**config.mk**
```make
export PLATFORM = sky130hd
export DESIGN_NAME = muxRegBusSlave
export DESIGN_NICKNAME = d
export VERILOG_FILES = /design/src/rtl/regBusPkg.sv /design/src/rtl/busCtrl.sv /design/src/rtl/regFileDp.sv /design/src/rtl/muxRegBusSlave.sv
export SDC_FILE = /design/constraint.sdc
export NUM_CORES = 1
export LEC_CHECK = 0
export BUFFER_PORTS_ARGS = -buffer_cell sky130_fd_sc_hd__buf_2
export CAP_MARGIN = 40
export CORE_UTILIZATION = 60
export CTS_BUF_LIST = sky130_fd_sc_hd__clkbuf_8
export CTS_CLUSTER_SIZE = 10
export DETAILED_ROUTE_END_ITERATION = 10
export HOLD_SLACK_MARGIN = 0.1
export PLACE_DENSITY = 0.8
export SYNTH_ARGS = -nofsm -noshare
export SYNTH_HDL_FRONTEND = slang
export SYNTH_HIERARCHICAL = 1
export SYNTH_SLANG_ARGS = --single-unit
```
**constraint.sdc**
```tcl
create_clock -name clk -period 3.2 [get_ports clk]
set_input_delay 0 -clock clk [delete_from_list [all_inputs] [get_ports clk]]
set_output_delay 0 -clock clk [all_outputs]
set_load 0.05 [all_outputs]
```
**src/rtl/regBusPkg.sv**
```systemverilog
package regBusPkg;

  // Strobes handed from the bus control to the register datapath.
  typedef struct packed {
    logic latchAddr;  // address phase finished, take address from delayed bus
    logic writeEn;    // write phase finished, store delayed bus data
    logic readOe;     // read phase active, drive addressed register
    logic readClr;    // read phase finished, clear presented status bits
  } busStrobes_t;

endpackage

```
**src/rtl/busCtrl.sv**
```systemverilog
module busCtrl
  import regBusPkg::*;
(
  input  logic        clk,
  input  logic        rstN,
  input  logic        aleIn,
  input  logic        csN,
  input  logic        rdN,
  input  logic        wrN,
  output busStrobes_t strobes
);

  localparam int NUM_STB = 4;
  localparam int STAGES  = 3;  // two synchronizer flops plus one history flop
  // Bit order: 3 = ale, 2 = cs, 1 = rd, 0 = wr. Idle levels at reset.
  localparam logic [NUM_STB-1:0] IDLE_LVL = 4'b0111;

  logic [NUM_STB-1:0] rawStb;
  logic [NUM_STB-1:0] syncQ [STAGES];

  assign rawStb = {aleIn, csN, rdN, wrN};

  for (genvar b = 0; b < NUM_STB; b++) begin : gSync
    always_ff @(posedge clk or negedge rstN) begin
      if (!rstN) begin
        for (int s = 0; s < STAGES; s++) syncQ[s][b] <= IDLE_LVL[b];
      end else begin
        syncQ[0][b] <= rawStb[b];
        for (int s = 1; s < STAGES; s++) syncQ[s][b] <= syncQ[s-1][b];
      end
    end
  end

  logic aleNow, alePrev;
  logic readNow, readPrev, writeNow, writePrev;

  assign aleNow    = syncQ[1][3];
  assign alePrev   = syncQ[2][3];
  assign readNow   = !syncQ[1][2] && !syncQ[1][1] && syncQ[1][0] && !aleNow;
  assign readPrev  = !syncQ[2][2] && !syncQ[2][1] && syncQ[2][0] && !alePrev;
  assign writeNow  = !syncQ[1][2] && !syncQ[1][0] && syncQ[1][1];
  assign writePrev = !syncQ[2][2] && !syncQ[2][0] && syncQ[2][1];

  always_comb begin
    strobes.latchAddr = alePrev && !aleNow;
    strobes.writeEn   = writePrev && !writeNow;
    strobes.readOe    = readNow;
    strobes.readClr   = readPrev && !readNow;
  end

endmodule

```
**src/rtl/regFileDp.sv**
```systemverilog
module regFileDp
  import regBusPkg::*;
#(
  parameter int DW        = 8,
  parameter int NUM_GRP   = 2,
  parameter int NUM_SCR   = 4,
  parameter int STAT_BASE = 8'h00,
  parameter int MASK_BASE = 8'h08,
  parameter int SCR_BASE  = 8'h10
) (
  input  logic                  clk,
  input  logic                  rstN,
  input  busStrobes_t           strobes,
  input  logic [DW-1:0]         busIn,
  input  logic [NUM_GRP*DW-1:0] irqSrc,
  output logic [DW-1:0]         busOut,
  output logic                  busOe,
  output logic                  irqDriveLow,
  output logic [NUM_GRP*DW-1:0] statFlat,
  output logic [NUM_GRP*DW-1:0] maskFlat,
  output logic [DW-1:0]         addrQ
);

  localparam int PIPE = 3;  // matches synchronizer depth plus history

  logic [DW-1:0] busPipe [PIPE];
  logic [DW-1:0] statReg [NUM_GRP];
  logic [DW-1:0] maskReg [NUM_GRP];
  logic [DW-1:0] scrReg  [NUM_SCR];
  logic [DW-1:0] busLate;
  logic [DW-1:0] rdData;
  int addrInt, statIdx, maskIdx, scrIdx;
  logic statHit, maskHit, scrHit;

  always_ff @(posedge clk or negedge rstN) begin
    if (!rstN) begin
      for (int s = 0; s < PIPE; s++) busPipe[s] <= '0;
    end else begin
      busPipe[0] <= busIn;
      for (int s = 1; s < PIPE; s++) busPipe[s] <= busPipe[s-1];
    end
  end
  assign busLate = busPipe[PIPE-1];

  always_ff @(posedge clk or negedge rstN) begin
    if (!rstN)                  addrQ <= '0;
    else if (strobes.latchAddr) addrQ <= busLate;
  end

  always_comb begin
    addrInt = int'(addrQ);
    statIdx = addrInt - STAT_BASE;
    maskIdx = addrInt - MASK_BASE;
    scrIdx  = addrInt - SCR_BASE;
    statHit = (statIdx >= 0) && (statIdx < NUM_GRP);
    maskHit = (maskIdx >= 0) && (maskIdx < NUM_GRP);
    scrHit  = (scrIdx >= 0) && (scrIdx < NUM_SCR);
  end

  for (genvar g = 0; g < NUM_GRP; g++) begin : gGrp
    logic [DW-1:0] clrBits;
    assign clrBits = (strobes.readClr && statHit && statIdx == g) ? busOut : '0;

    // Set has priority over clear: a source pulse in the clear cycle survives.
    always_ff @(posedge clk or negedge rstN) begin
      if (!rstN) statReg[g] <= '0;
      else       statReg[g] <= (statReg[g] & ~clrBits) | irqSrc[g*DW +: DW];
    end

    always_ff @(posedge clk or negedge rstN) begin
      if (!rstN)                                        maskReg[g] <= '0;
      else if (strobes.writeEn && maskHit && maskIdx == g) maskReg[g] <= busLate;
    end

    assign statFlat[g*DW +: DW] = statReg[g];
    assign maskFlat[g*DW +: DW] = maskReg[g];
  end

  for (genvar s = 0; s < NUM_SCR; s++) begin : gScr
    always_ff @(posedge clk or negedge rstN) begin
      if (!rstN)                                       scrReg[s] <= '0;
      else if (strobes.writeEn && scrHit && scrIdx == s) scrReg[s] <= busLate;
    end
  end

  always_comb begin
    rdData = '0;
    for (int g = 0; g < NUM_GRP; g++) begin
      if (statHit && statIdx == g) rdData = statReg[g];
      if (maskHit && maskIdx == g) rdData = maskReg[g];
    end
    for (int s = 0; s < NUM_SCR; s++) begin
      if (scrHit && scrIdx == s) rdData = scrReg[s];
    end
  end

  // busOut holds the last presented value after the read so the clear uses it.
  always_ff @(posedge clk or negedge rstN) begin
    if (!rstN) begin
      busOe  <= 1'b0;
      busOut <= '0;
    end else begin
      busOe <= strobes.readOe;
      if (strobes.readOe) busOut <= rdData;
    end
  end

  assign irqDriveLow = |(statFlat & maskFlat);

endmodule

```
**src/rtl/muxRegBusSlave.sv**
```systemverilog
module muxRegBusSlave
  import regBusPkg::*;
#(
  parameter int DW      = 8,
  parameter int NUM_GRP = 2,
  parameter int NUM_SCR = 4
) (
  input  logic                  clk,
  input  logic                  rstN,
  input  logic                  aleIn,
  input  logic                  csN,
  input  logic                  rdN,
  input  logic                  wrN,
  input  logic [DW-1:0]         busIn,
  output logic [DW-1:0]         busOut,
  output logic                  busOe,
  input  logic [NUM_GRP*DW-1:0] irqSrc,
  output logic                  irqDriveLow
);

  busStrobes_t           ctlStr;
  logic [NUM_GRP*DW-1:0] statFlat;
  logic [NUM_GRP*DW-1:0] maskFlat;
  logic [DW-1:0]         addrQ;

  busCtrl uCtrl (
    .clk     (clk),
    .rstN    (rstN),
    .aleIn   (aleIn),
    .csN     (csN),
    .rdN     (rdN),
    .wrN     (wrN),
    .strobes (ctlStr)
  );

  regFileDp #(
    .DW      (DW),
    .NUM_GRP (NUM_GRP),
    .NUM_SCR (NUM_SCR)
  ) uDp (
    .clk         (clk),
    .rstN        (rstN),
    .strobes     (ctlStr),
    .busIn       (busIn),
    .irqSrc      (irqSrc),
    .busOut      (busOut),
    .busOe       (busOe),
    .irqDriveLow (irqDriveLow),
    .statFlat    (statFlat),
    .maskFlat    (maskFlat),
    .addrQ       (addrQ)
  );

endmodule

```
==> out/qor.csv, run 1 <==
stage;metric;value;unit
status;outcome;completed;
cells_and_area;fillers;482;
die;die_area;0.00854;mm^2
cells_and_area;layout_commonest_cell;dfrtp_1;
synth;synthFlopType;dfrtp_1;
synth;synthesis.nets;418;
synth;ys_warn_count;6;
die;core;0.00781;mm^2
power_and_ir_drop;power_leakage;2.75;nW
critical_path;rr_worst_depth;11;
critical_path;cp-end-kind;flop;
die;fp-row-count;32;
synth;synth_seq_cells;117;
timing;fin_skew;0.0103;ns
timing;finalSetupTns;0;ns
clocking;cts.htree.levels;4;
detailed_routing;dr.pass1.iters;5;
detailed_routing;drtIter0Drc;269;
critical_path;cp-start-kind;flop;
detailed_routing;drc;0;
synth;avgSynthCellArea;12.9;um^2
power_and_ir_drop;ir_drop;482;uV
cells_and_area;n_antenna_cell;0;
clocking;cts_tree;yes;
timing;slew_violations;0;
timing;worst_pin_slew;0.845;ns
synth;syn_area;0.00491;mm^2
synth;synth_area_leaders;dfrtp_1, mux2_2, dfstp_2, nand2_1, a21o_1;
clocking;root_buffer;clkbuf_8;
clocking;worst_skew_pair.late_latency;0.42;ns
critical_path;crit_arrival;3.30;ns
timing;setup_viol;0;
grt;grt_overflow;0;
timing;rsz0062_at_grt;no;
critical_path;worstSetupPathType;flop to flop;
clocking;path_clk_slew;0.07;ns
synth;synth_area_leader_cell;dfrtp_1;
timing;slew_headroom;43.6;%
timing;worst_slack;0.190;ns
die;fp.dieW;92.4;um
flow_run;max_cap_violations;0;
timing;fin_crit;3.01;ns
detailed_routing;viasPerCell;5.98;
synth;ys_seq_area_share;59.9;%
critical_path;timing.rr.start;uDp/addrQ[4];
grt;antenna_found_initial;0;
clocking;cts_num_sinks;117;
critical_path;path_max_fanout;8;
critical_path;required;3.49;ns
detailed_routing;vias;3439;
placement;io_buffers;39;
critical_path;regToRegEndpoint;uDp/scrReg[21];
placement;dp_hpwl;6.70;mm
timing;max_freq;332;MHz
detailed_routing;drt-total-wl;10.6;mm
clocking;cts_buffers;17;
synth;synthArstFlopShare;100;%
cells_and_area;area_delta_synth_final;21.6;%
grt;grt_max_degree;67;
synth;yosysTopAreaCellShare;55.1;%
power_and_ir_drop;total_power;3.39;mW
synth;syn_inst;379;
timing;hold_viol;0;
power_and_ir_drop;powerDensity;568;mW/mm^2
grt;grt_pass1_wl;17.5;mm
synth;synth.distinct_cells;49;
detailed_routing;ant_nets;0;
die;ios;40;
placement;place_congestion;0.862;
grt;grt.total_usage;27.6;%
die;dieHeight;92.4;um
placement;dp_slack;0.238;ns
clocking;cts_buffer_depth;2;
grt;grt_pass1_vias;3511;
die;initial_core_util;62.9;%
cells_and_area;layout_common_cells;dfrtp_1, mux2_2, nand2_1;
critical_path;r2r_slack;0.19;ns
cells_and_area;drive_gt1_share;32.6;%
min_path;hold_path.class;input port to asynchronous set/reset pin;
timing;period_share;94.1;%
synth;synth_edf_count;0;
detailed_routing;wl_per_cell;18.5;um
cells_and_area;nNetsFinal;499;
==> per-stage QoR <==
stage          cell area [um^2]  hold slack, ns  utilization [%]  cells
2_1_floorplan              4910          -0.296                -    379
3_3_place_gp               5230           0.105             67.0    512
3_5_place_dp               5230           0.107             67.0    512
4_1_cts                    5950           0.190             76.2    573
5_1_grt                    5970           0.186             76.5    575
6_report                   5970           0.212             76.5    575
==> critical path, cell delays in order (launching register included) <==
cell and delay (ns):
dfrtp_1 0.43, inv_1 0.16, ha_1 0.21, and3b_2 0.19, a31oi_1 0.07, a211oi_1 0.26, ha_1 0.22, nand2_1 0.06
nor3_1 0.16, nor2b_1 0.31, nand4b_1 0.41, mux2_2 0.41
==> sequential cells by signal, summed over array words and instances, names as in the netlist <==
name           count
uDp/addrQ          8
uDp/busOe          1
uDp/statFlat      16
uDp/scrReg        32
uCtrl/aleNow       1
uCtrl/alePrev      1
uDp/busLate        8
uDp/maskFlat      16
uCtrl/syncQ       10
uDp/busOut         8
uDp/busPipe       16
==> power breakdown <==
group	total, mW	switching, mW	internal [mW]	leakage [nW]
logic	0.354	0.227	0.127	1.10
clock network	1.44	0.571	0.867	0.223
registers	1.60	0.0594	1.54	1.42
==> kinds of logic after synthesis <==
family,synth area share (%)
buf+inv,2.04
fa+ha+maj,2.29
mux,14.9
xor+xnor,0.357
compound gates,10.2
simple gates,10.3
flops,59.9
==> Yosys cell counts (all sizes together) (2+ instances only) <==
cell type  number
mux2i           9
mux4            2
a21o           17
a311oi          3
nand4           2
o21ai          19
nor2           14
nand3           8
o221ai          8
nand2b          3
a31oi           6
nor3b           3
dfrtp         108
a221oi          4
or3             5
or3b            2
nor2b           2
buf             7
nand2          41
nor3            2
clkbuf         10
dfstp           9
nand4b          2
and3            5
o311ai          3
a22o            4
nor4            2
inv             5
a32oi           2
mux2           53
ha              9
==> routing by layer <==
metal / vias up / GRT usage [%] / wire [um]
met5: - / 0 / 0
met4: 0 / 13.4 / 294
met1: 1691 / 34.6 / 4470
li1: 1545 / - / -
met2: 171 / 44.1 / 5190
met3: 32 / 8.05 / 672
==> worst max-delay path by stage <==
stage,endpoint,depth (start not counted),from
final,uDp/scrReg[21],11,uDp/addrQ[4]
after global routing,uDp/scrReg[23],11,uDp/addrQ[4]
after CTS,uDp/scrReg[0],11,uDp/addrQ[4]
after detailed placement,uDp/scrReg[26],12,uDp/addrQ[4]
after global placement,uDp/scrReg[27],12,uDp/addrQ[4]
after floorplan,uDp/scrReg[24],13,uDp/addrQ[4]
==> timing repair <==
item,4_1_cts,5_1_grt
endpoints found under the setup margin,0,16
endpoints found under the hold margin,83,0
hold buffers,29,0
buffers inserted,0,2
resized for setup,0,1
==> layout make-up <==
type	instances	area, um^2	share of cell area, %
Sequential cell	117	2940	49.2
Multi-Input combinational cell	240	1880	31.5
Timing Repair Buffer	79	571	9.56
Clock buffer	18	248	4.15
Clock inverter	14	186	3.12
Tap cell	102	128	2.14
Inverter	5	18.8	0.314
No activity file was read; power rests on OpenSTA's default activity.
==> run 2: changes to the inputs <==
--- a/config.mk
+++ b/config.mk
@@ -5,8 +5,8 @@
 export SDC_FILE = /design/constraint.sdc
 export NUM_CORES = 1
 export LEC_CHECK = 0
-export BUFFER_PORTS_ARGS = -buffer_cell sky130_fd_sc_hd__buf_2
-export CAP_MARGIN = 40
+export BUFFER_PORTS_ARGS = -buffer_cell sky130_fd_sc_hd__clkbuf_2
+export CAP_MARGIN = 10
 export CORE_UTILIZATION = 60
 export CTS_BUF_LIST = sky130_fd_sc_hd__clkbuf_8
 export CTS_CLUSTER_SIZE = 10
@@ -15,5 +15,4 @@
 export PLACE_DENSITY = 0.8
 export SYNTH_ARGS = -nofsm -noshare
 export SYNTH_HDL_FRONTEND = slang
-export SYNTH_HIERARCHICAL = 1
 export SYNTH_SLANG_ARGS = --single-unit
==> run 2 against run 1 <==
  * Register-to-register slack better by 0.50 ns
  * Area after synthesis shrank 2.0%
  * Clock skew is 0.00096 ns lower
  * Global-route usage is 0.32 points higher
  * Setup slack gained 0.50 ns
  * Clock power grew 3%
  * Core utilization fell by 0.91 points
  * Fmax rose by 20%
  * First-iteration DRC count fell by 27%
  * Count of clock-buffer cells in the layout is the same
  * Critical path depth shrank 6
  * Routed wire length down 0.67%
  * Critical path type unchanged
  * Critical endpoint is now uDp.statFlat[14]
  * Largest cell class unchanged
  * Largest power group unchanged
  * Highest routed layer unchanged
==> out/qor.csv, run 2 <==
stage;metric;value;unit;change
clocking;cts_tree;yes;;unchanged
timing;rsz0062_at_grt;no;;unchanged
power_and_ir_drop;power.switching;0.877;mW;was 0.858 mW
synth;synth_area_leader_cell;dfrtp_1;;unchanged
detailed_routing;wl_per_cell;19.2;um;was 18.5 um
synth;synthFlopType;dfrtp_1;;unchanged
synth;yosysMostFrequentCell;dfrtp_1;;unchanged
synth;avgSynthCellArea;13.5;um^2;was 12.9 um^2
synth;synth_edf_count;0;;unchanged
synth;synth_seq_cells;117;;unchanged
timing;slew_violations;0;;unchanged
critical_path;path_max_fanout;19;;was 8
clocking;cts_buffer_depth;2;;unchanged
clocking;worst_skew_pair.late_latency;0.43;ns;was 0.42 ns
critical_path;required;3.51;ns;was 3.49 ns
die;fp-row-count;32;;unchanged
synth;yosysTopAreaCellShare;56.2;%;was 55.1%
detailed_routing;viasPerCell;6.14;;was 5.98
clocking;root_buffer;clkbuf_8;;unchanged
placement;dpl_cell_area;0.00510;mm^2;was 0.00523 mm^2
grt;grt_pass1_wl;17.6;mm;was 17.5 mm
synth;synth_area_leaders;dfrtp_1, mux2_2, dfstp_2, a21o_1, nand2_1;;was dfrtp_1, mux2_2, dfstp_2, nand2_1, a21o_1
grt;grt_pass1_vias;3463;;was 3511
power_and_ir_drop;comb_power_share;9.1;%;was 10.4%
die;initial_core_util;62.2;%;was 62.9%
timing;fin_skew;0.00939;ns;was 0.0103 ns
detailed_routing;vias;3369;;was 3439
die;die_area;0.00837;mm^2;was 0.00854 mm^2
detailed_routing;dr.pass1.iters;5;;unchanged
die;core;0.00773;mm^2;was 0.00781 mm^2
min_path;hold_path.class;input port to asynchronous set/reset pin;;unchanged
power_and_ir_drop;ir_drop;479;uV;was 482 uV
clocking;cts_num_sinks;117;;unchanged
synth;ys_seq_area_share;61.1;%;was 59.9%
detailed_routing;ant_nets;0;;unchanged
clocking;path_clk_slew;0.07;ns;about the same
synth;syn_inst;357;;was 379
cells_and_area;layout_common_cells;dfrtp_1, mux2_2, clkbuf_2;;was dfrtp_1, mux2_2, nand2_1
timing;setup_viol;0;;unchanged
cells_and_area;drive_gt1_share;34.7;%;was 32.6%
grt;grt_overflow;0;;unchanged
timing;finalSetupTns;0;ns;unchanged
detailed_routing;drc;0;;unchanged
synth;synthArstFlopShare;100;%;unchanged
grt;grt.total_usage;27.9;%;was 27.6%
grt;grt_max_degree;47;;was 67
critical_path;cp-start-kind;flop;;unchanged
status;outcome;completed;;unchanged
power_and_ir_drop;p_seq_share;47.4;%;was 47.2%
die;fp.dieW;91.5;um;was 92.4 um
detailed_routing;drtIter0Drc;197;;was 269
cells_and_area;largest_register_ffs;32;;unchanged
synth;synthesis.nets;388;;was 418
timing;max_freq;398;MHz;was 332 MHz
die;ios;40;;unchanged
power_and_ir_drop;power_leakage;2.65;nW;was 2.75 nW
placement;dp_hpwl;6.88;mm;was 6.70 mm
power_and_ir_drop;internal_power;2.55;mW;was 2.54 mW
timing;hold_viol;0;;unchanged
synth;synth.distinct_cells;47;;was 49
power_and_ir_drop;clockPowerShare;43.6;%;was 42.4%
clocking;post_cts_resized;0;;unchanged
clocking;cts_buffers;17;;unchanged
cells_and_area;top_register;uDp.scrReg;;was uDp/scrReg
synth;syn_area;0.00481;mm^2;was 0.00491 mm^2
synth;ys_warn_count;0;;was 6
critical_path;worstSetupPathType;flop to flop;;unchanged
timing;worst_pin_slew;0.820;ns;was 0.845 ns
flow_run;max_cap_violations;0;;unchanged
placement;io_buffers;39;;unchanged
timing;period_share;78.5;%;was 94.1%
die;dieHeight;91.5;um;was 92.4 um
critical_path;cp-end-kind;flop;;unchanged
grt;antenna_found_initial;0;;unchanged
critical_path;crit_arrival;2.82;ns;was 3.30 ns
power_and_ir_drop;switching_share;25.6;%;was 25.3%
detailed_routing;drt-total-wl;10.6;mm;about the same
timing;fin_crit;2.51;ns;was 3.01 ns
cells_and_area;area_delta_synth_final;21.4;%;was 21.6%
cells_and_area;nNetsFinal;465;;was 499
cells_and_area;layout_commonest_cell;dfrtp_1;;unchanged
timing;slew_headroom;45.3;%;was 43.6%
cells_and_area;n_antenna_cell;0;;unchanged
synth;synth_common_cells;dfrtp_1, mux2_2, nand2_1, nor2_1, a21o_1;;was dfrtp_1, mux2_2, nand2_1, o21ai_0, a21o_1
clocking;cts.htree.levels;4;;unchanged
placement;dp.cells;488;;was 512
power_and_ir_drop;powerDensity;587;mW/mm^2;was 568 mW/mm^2
cells_and_area;final_area;0.00584;mm^2;was 0.00597 mm^2
power_and_ir_drop;total_power;3.43;mW;was 3.39 mW
cells_and_area;stdcell_count;549;;was 575
placement;place_congestion;0.939;;was 0.862
run 2: final timing paths:
kind                                  from          endpoint  depth (start not counted)  slack (ns)
setup / recovery            uCtrl.syncQ[6]  uDp.statFlat[14]                          5        0.69
hold / removal                        rstN  uDp.statFlat[11]                          2        0.10
setup reg to reg            uCtrl.syncQ[6]  uDp.statFlat[14]                          5        0.69
hold reg to reg            uDp.busPipe[11]    uDp.busLate[3]                          0        0.35
max in group asynchronous             rstN    uDp.scrReg[30]                          3        2.21
min in group clk                       rdN    uCtrl.syncQ[9]                          2        0.21
run 2: layout make-up:
cell class,count,area (um^2)
sequential,117,2940
fill,482,1890
multi-input combinational,222,1790
timing repair buffer,73,526
clock buffer,18,248
clock inverter,14,200
tap,102,128
inverter,3,11.3
run 2: through the flow:
step                hold WS (ns)  util (%)  setup WS (ns)
floorplan                 -0.296         -           1.31
global placement          0.0134      66.0          0.843
detailed placement        0.0221      66.0          0.761
CTS                        0.108      75.6          0.755
global route               0.140      75.6          0.618
finish                     0.104      75.6          0.689
run 2: metal layers:
| metal | track usage (%) | routed length, um |
|---|---|---|
| met1 | 36.7 | 4510 |
| met2 | 44.5 | 5140 |
| met3 | 6.95 | 631 |
| met4 | 11.5 | 274 |
| met5 | 0 | 0 |
run 2: timing repair:
item,CTS,global route
hold buffers,29,0
hold endpoints to repair,72,0
buffers inserted,0,0
run 2: power by group through the flow:
stage	combinational [mW]	clock [mW]	sequential, mW
5_1_grt	0.337	1.58	1.63
6_report	0.312	1.49	1.62
4_1_cts	0.311	1.51	1.62
3_3_place_gp	0.273	0	1.64
3_5_place_dp	0.281	0	1.65
2_1_floorplan	0.174	0	1.64
run 2: cells by family (layout without fill, tap and decap cells):
logic type	count (synthesis)	in the layout	synth area share (%)
flops	117	117	61.1
compound gates	79	79	12.2
simple gates	73	73	8.85
mux	68	68	15.7
buf+inv	18	108	1.69
fa+ha+maj	1	1	0.260
xor+xnor	1	1	0.182
run 2: worst max-delay path: stages (launching register included):
cell	delay (ns)
dfstp_2	0.54
or4b_1	0.56
nand2_1	0.27
nor3_2	0.67
nand2_1	0.13
a21o_1	0.22
==> run 3: changes to the inputs <==
--- a/config.mk
+++ b/config.mk
@@ -5,6 +5,7 @@
 export SDC_FILE = /design/constraint.sdc
 export NUM_CORES = 1
 export LEC_CHECK = 0
+export ABC_AREA = 1
 export BUFFER_PORTS_ARGS = -buffer_cell sky130_fd_sc_hd__clkbuf_2
 export CAP_MARGIN = 10
 export CORE_UTILIZATION = 60
==> constraint.sdc (replaced) <==
create_clock -name clk -period 2.38 [get_ports clk]
set_input_delay 0 -clock clk [delete_from_list [all_inputs] [get_ports clk]]
set_output_delay 0 -clock clk [all_outputs]
set_load 0.05 [all_outputs]
==> run 3 against run 2 <==
  * Worst hold slack gained 0.085 ns
  * Combinational power grew 81%
  * Cell count grew 32%
  * Clock skew shrank 0.00083 ns
  * Via count grew 16%
  * Sequential power grew 35%
  * Cell area grew 2.1%
  * Critical path type unchanged
  * Largest cell class unchanged
  * Largest power group unchanged
==> out/qor.csv, run 3 <==
stage;metric;value;unit;change
status;outcome;completed;;unchanged
grt;grt_pass1_wl;18.5;mm;was 17.6 mm
critical_path;worstSetupPathType;flop to flop;;unchanged
synth;synth_common_cells;nand2_1, dfrtp_1, o21ai_0, inv_1, nor2_1;;was dfrtp_1, mux2_2, nand2_1, nor2_1, a21o_1
synth;synthFlopType;dfrtp_1;;unchanged
placement;dp_hpwl;7.39;mm;was 6.88 mm
synth;syn_area;0.00497;mm^2;was 0.00481 mm^2
cells_and_area;n_antenna_cell;0;;unchanged
detailed_routing;top_layer_used;met4;;unchanged
detailed_routing;drtIter0Drc;274;;was 197
timing;slew_headroom;61.9;%;was 45.3%
clocking;cts.htree.levels;4;;unchanged
cells_and_area;drive_gt1_share;19.2;%;was 34.7%
clocking;cts_num_sinks;117;;unchanged
cells_and_area;layout_common_cells;nand2_1, dfrtp_1, o21ai_0;;was dfrtp_1, mux2_2, clkbuf_2
synth;synth_edf_count;0;;unchanged
power_and_ir_drop;powerDensity;779;mW/mm^2;was 587 mW/mm^2
synth;avgSynthCellArea;9.41;um^2;was 13.5 um^2
clocking;post_cts_resized;0;;unchanged
cells_and_area;area_delta_synth_final;20.0;%;was 21.4%
timing;setup_viol;0;;unchanged
synth;ys_seq_area_share;59.2;%;was 61.1%
synth;yosysMostFrequentCell;nand2_1;;was dfrtp_1
synth;syn_inst;528;;was 357
cells_and_area;top_register;uDp.scrReg;;unchanged
detailed_routing;dr_wl_met2;5.35;mm;was 5.14 mm
clocking;cts_tree;yes;;unchanged
critical_path;crit_arrival;2.48;ns;was 2.82 ns
detailed_routing;vias;3923;;was 3369
detailed_routing;dr.pass1.iters;7;;was 5
grt;grt_overflow;0;;unchanged
cells_and_area;layout_commonest_cell;nand2_1;;was dfrtp_1
detailed_routing;viasPerCell;5.43;;was 6.14
critical_path;timing.rr.start;uDp.addrQ[3];;was uCtrl.syncQ[6]
die;ios;40;;unchanged
critical_path;required;2.75;ns;was 3.51 ns
die;initial_core_util;63.3;%;was 62.2%
critical_path;path_cells;inv_2 -> ha_1 -> inv_1 -> nor2_1 -> nand3_2 -> nor2_4 -> nand3_4 -> o21ai_1 -> inv_1 -> nand2_1 -> nand2_1 -> nand2_1 -> nand2_1 -> nand2_1;;was or4b_1 -> nand2_1 -> nor3_2 -> nand2_1 -> a21o_1
critical_path;path_max_fanout;11;;was 19
detailed_routing;drt-total-wl;11.0;mm;was 10.6 mm
critical_path;cp-end-kind;flop;;unchanged
detailed_routing;ant_nets;0;;unchanged
synth;synth_area_leaders;dfrtp_1, nand2_1, o21ai_0, dfstp_2, inv_1;;was dfrtp_1, mux2_2, dfstp_2, a21o_1, nand2_1
cells_and_area;final_area;0.00596;mm^2;was 0.00584 mm^2
synth;synth_area_leader_cell;dfrtp_1;;unchanged
timing;hold_viol;0;;unchanged
synth;ys_warn_count;0;;unchanged
cells_and_area;largest_register_ffs;32;;unchanged
clocking;cts_buffers;17;;unchanged
critical_path;crit_top_cell;nand2_1;;unchanged
timing;worst_pin_slew;0.570;ns;was 0.820 ns
critical_path;r2r_slack;0.27;ns;was 0.69 ns
critical_path;rr_worst_depth;14;;was 5
clocking;cts_buffer_depth;2;;unchanged
timing;rsz0062_at_grt;no;;unchanged
clocking;worst_skew_pair.late_latency;0.43;ns;about the same
flow_run;max_cap_violations;0;;unchanged
placement;io_buffers;39;;unchanged
timing;slew_violations;0;;unchanged
critical_path;slowest_delay;0.44;ns;was 0.67 ns
timing;max_freq;474;MHz;was 398 MHz
die;fp.dieW;93.0;um;was 91.5 um
critical_path;path_buf_inv;3;;was 0
detailed_routing;drc;0;;unchanged
timing;fin_crit;2.11;ns;was 2.51 ns
synth;synthesis.nets;559;;was 388
die;die_area;0.00864;mm^2;was 0.00837 mm^2
timing;finalSetupTns;0;ns;unchanged
critical_path;cp-start-kind;flop;;unchanged
timing;period_share;88.6;%;was 78.5%
clocking;root_buffer;clkbuf_8;;unchanged
die;dieHeight;93.0;um;was 91.5 um
detailed_routing;wl_met1;4.69;mm;was 4.51 mm
detailed_routing;dr_wl_met3;697;um;was 631 um
grt;grt_pass1_vias;3862;;was 3463
grt;antenna_found_initial;0;;unchanged
critical_path;regToRegEndpoint;uDp.busOut[1];;was uDp.statFlat[14]
critical_path;path_delay_family;simple AND/OR/NAND/NOR gates;;unchanged
synth;synth.distinct_cells;34;;was 47
power_and_ir_drop;power_leakage;2.88;nW;was 2.65 nW
timing;fin_skew;0.00856;ns;was 0.00939 ns
grt;grt_max_degree;31;;was 47
power_and_ir_drop;total_power;4.64;mW;was 3.43 mW
placement;place_congestion;0.917;;was 0.939
min_path;hold_path.class;input port to asynchronous set/reset pin;;unchanged
synth;synthArstFlopShare;100;%;unchanged
cells_and_area;nNetsFinal;639;;was 465
grt;grt.total_usage;28.7;%;was 27.9%
critical_path;worst_path_max_delay_cell;dfrtp_1;;was nor3_2
clocking;path_clk_slew;0.08;ns;was 0.07 ns
synth;yosysTopAreaCellShare;54.4;%;was 56.2%
cells_and_area;fillers;552;;was 482
detailed_routing;wl_per_cell;15.2;um;was 19.2 um
die;core;0.00785;mm^2;was 0.00773 mm^2
power_and_ir_drop;ir_drop;738;uV;was 479 uV
placement;dpl_cell_area;0.00524;mm^2;was 0.00510 mm^2
die;fp-row-count;32;;unchanged
synth;synth_seq_cells;117;;unchanged
==> run 3: changes by cell type in the layout (fill, tap and decap cells not counted), moves of 6 or more <==
cell / before / now
nand2_1: 25 / 152
mux2_2: 60 / 0
o21ai_0: 6 / 59
inv_1: 4 / 55
nor2_1: 17 / 46
a21o_1: 16 / 0
nand4_1: 3 / 16
o21ai_1: 0 / 12
a22oi_1: 8 / 0
mux2i_1: 8 / 0
o21ai_2: 0 / 7
a221oi_1: 6 / 0
==> run 3: repair_timing <==
item	CTS	global route
setup buffers	0	0
hold buffers	30	0
endpoints found under the hold margin	145	0
setup endpoints to repair	0	1
==> run 3: per-layer routing <==
layer / global-route usage, % / up-vias
met2: 44.4 / 146
met5: 0 / -
li1: - / 1863
met1: 37.5 / 1884
met3: 9.51 / 30
met4: 12.1 / 0
==> run 3: through the flow <==
step	instances	setup WS [ns]	util, %	hold slack [ns]
4_1_cts	723	0.312	76.0	0.172
6_report	723	0.270	76.0	0.190
3_5_place_dp	661	0.335	66.7	0.00323
5_1_grt	723	0.0259	76.0	0.168
2_1_floorplan	528	0.585	-	-0.296
3_3_place_gp	661	0.417	66.7	-0.00445
==> run 3: final cells by class <==
type	instances	area (um^2)	area share (%)
Sequential cell	117	2940	49.3
Multi-Input combinational cell	339	1710	28.7
Timing Repair Buffer	74	546	9.15
Clock buffer	17	234	3.93
Inverter	59	221	3.72
Clock inverter	15	181	3.04
Tap cell	102	128	2.14
==> run 3: worst max-delay path by stage <==
stage,slack [ns],cells past startpoint,endpoint,startpoint
CTS,0.31,15,uDp.busOut[2],uDp.addrQ[3]
floorplan,0.59,16,uDp.busOut[1],uDp.addrQ[3]
global route,0.03,14,uDp.busOut[1],uDp.addrQ[3]
global placement,0.42,15,uDp.busOut[2],uDp.addrQ[3]
detailed placement,0.34,15,uDp.busOut[2],uDp.addrQ[3]
finish,0.27,14,uDp.busOut[1],uDp.addrQ[3]
==> run 3: logic make-up after synthesis <==
family,share of synthesized area [%]
buf+inv,6.35
flops,59.2
compound gates,10.5
fa+ha+maj,0.252
simple gates,23.7
==> run 3: report_power, final <==
group / switching, mW / internal, mW / total (mW)
clock: 0.908 / 0.980 / 1.89
sequential: 0.0879 / 2.10 / 2.19
combinational: 0.387 / 0.177 / 0.564
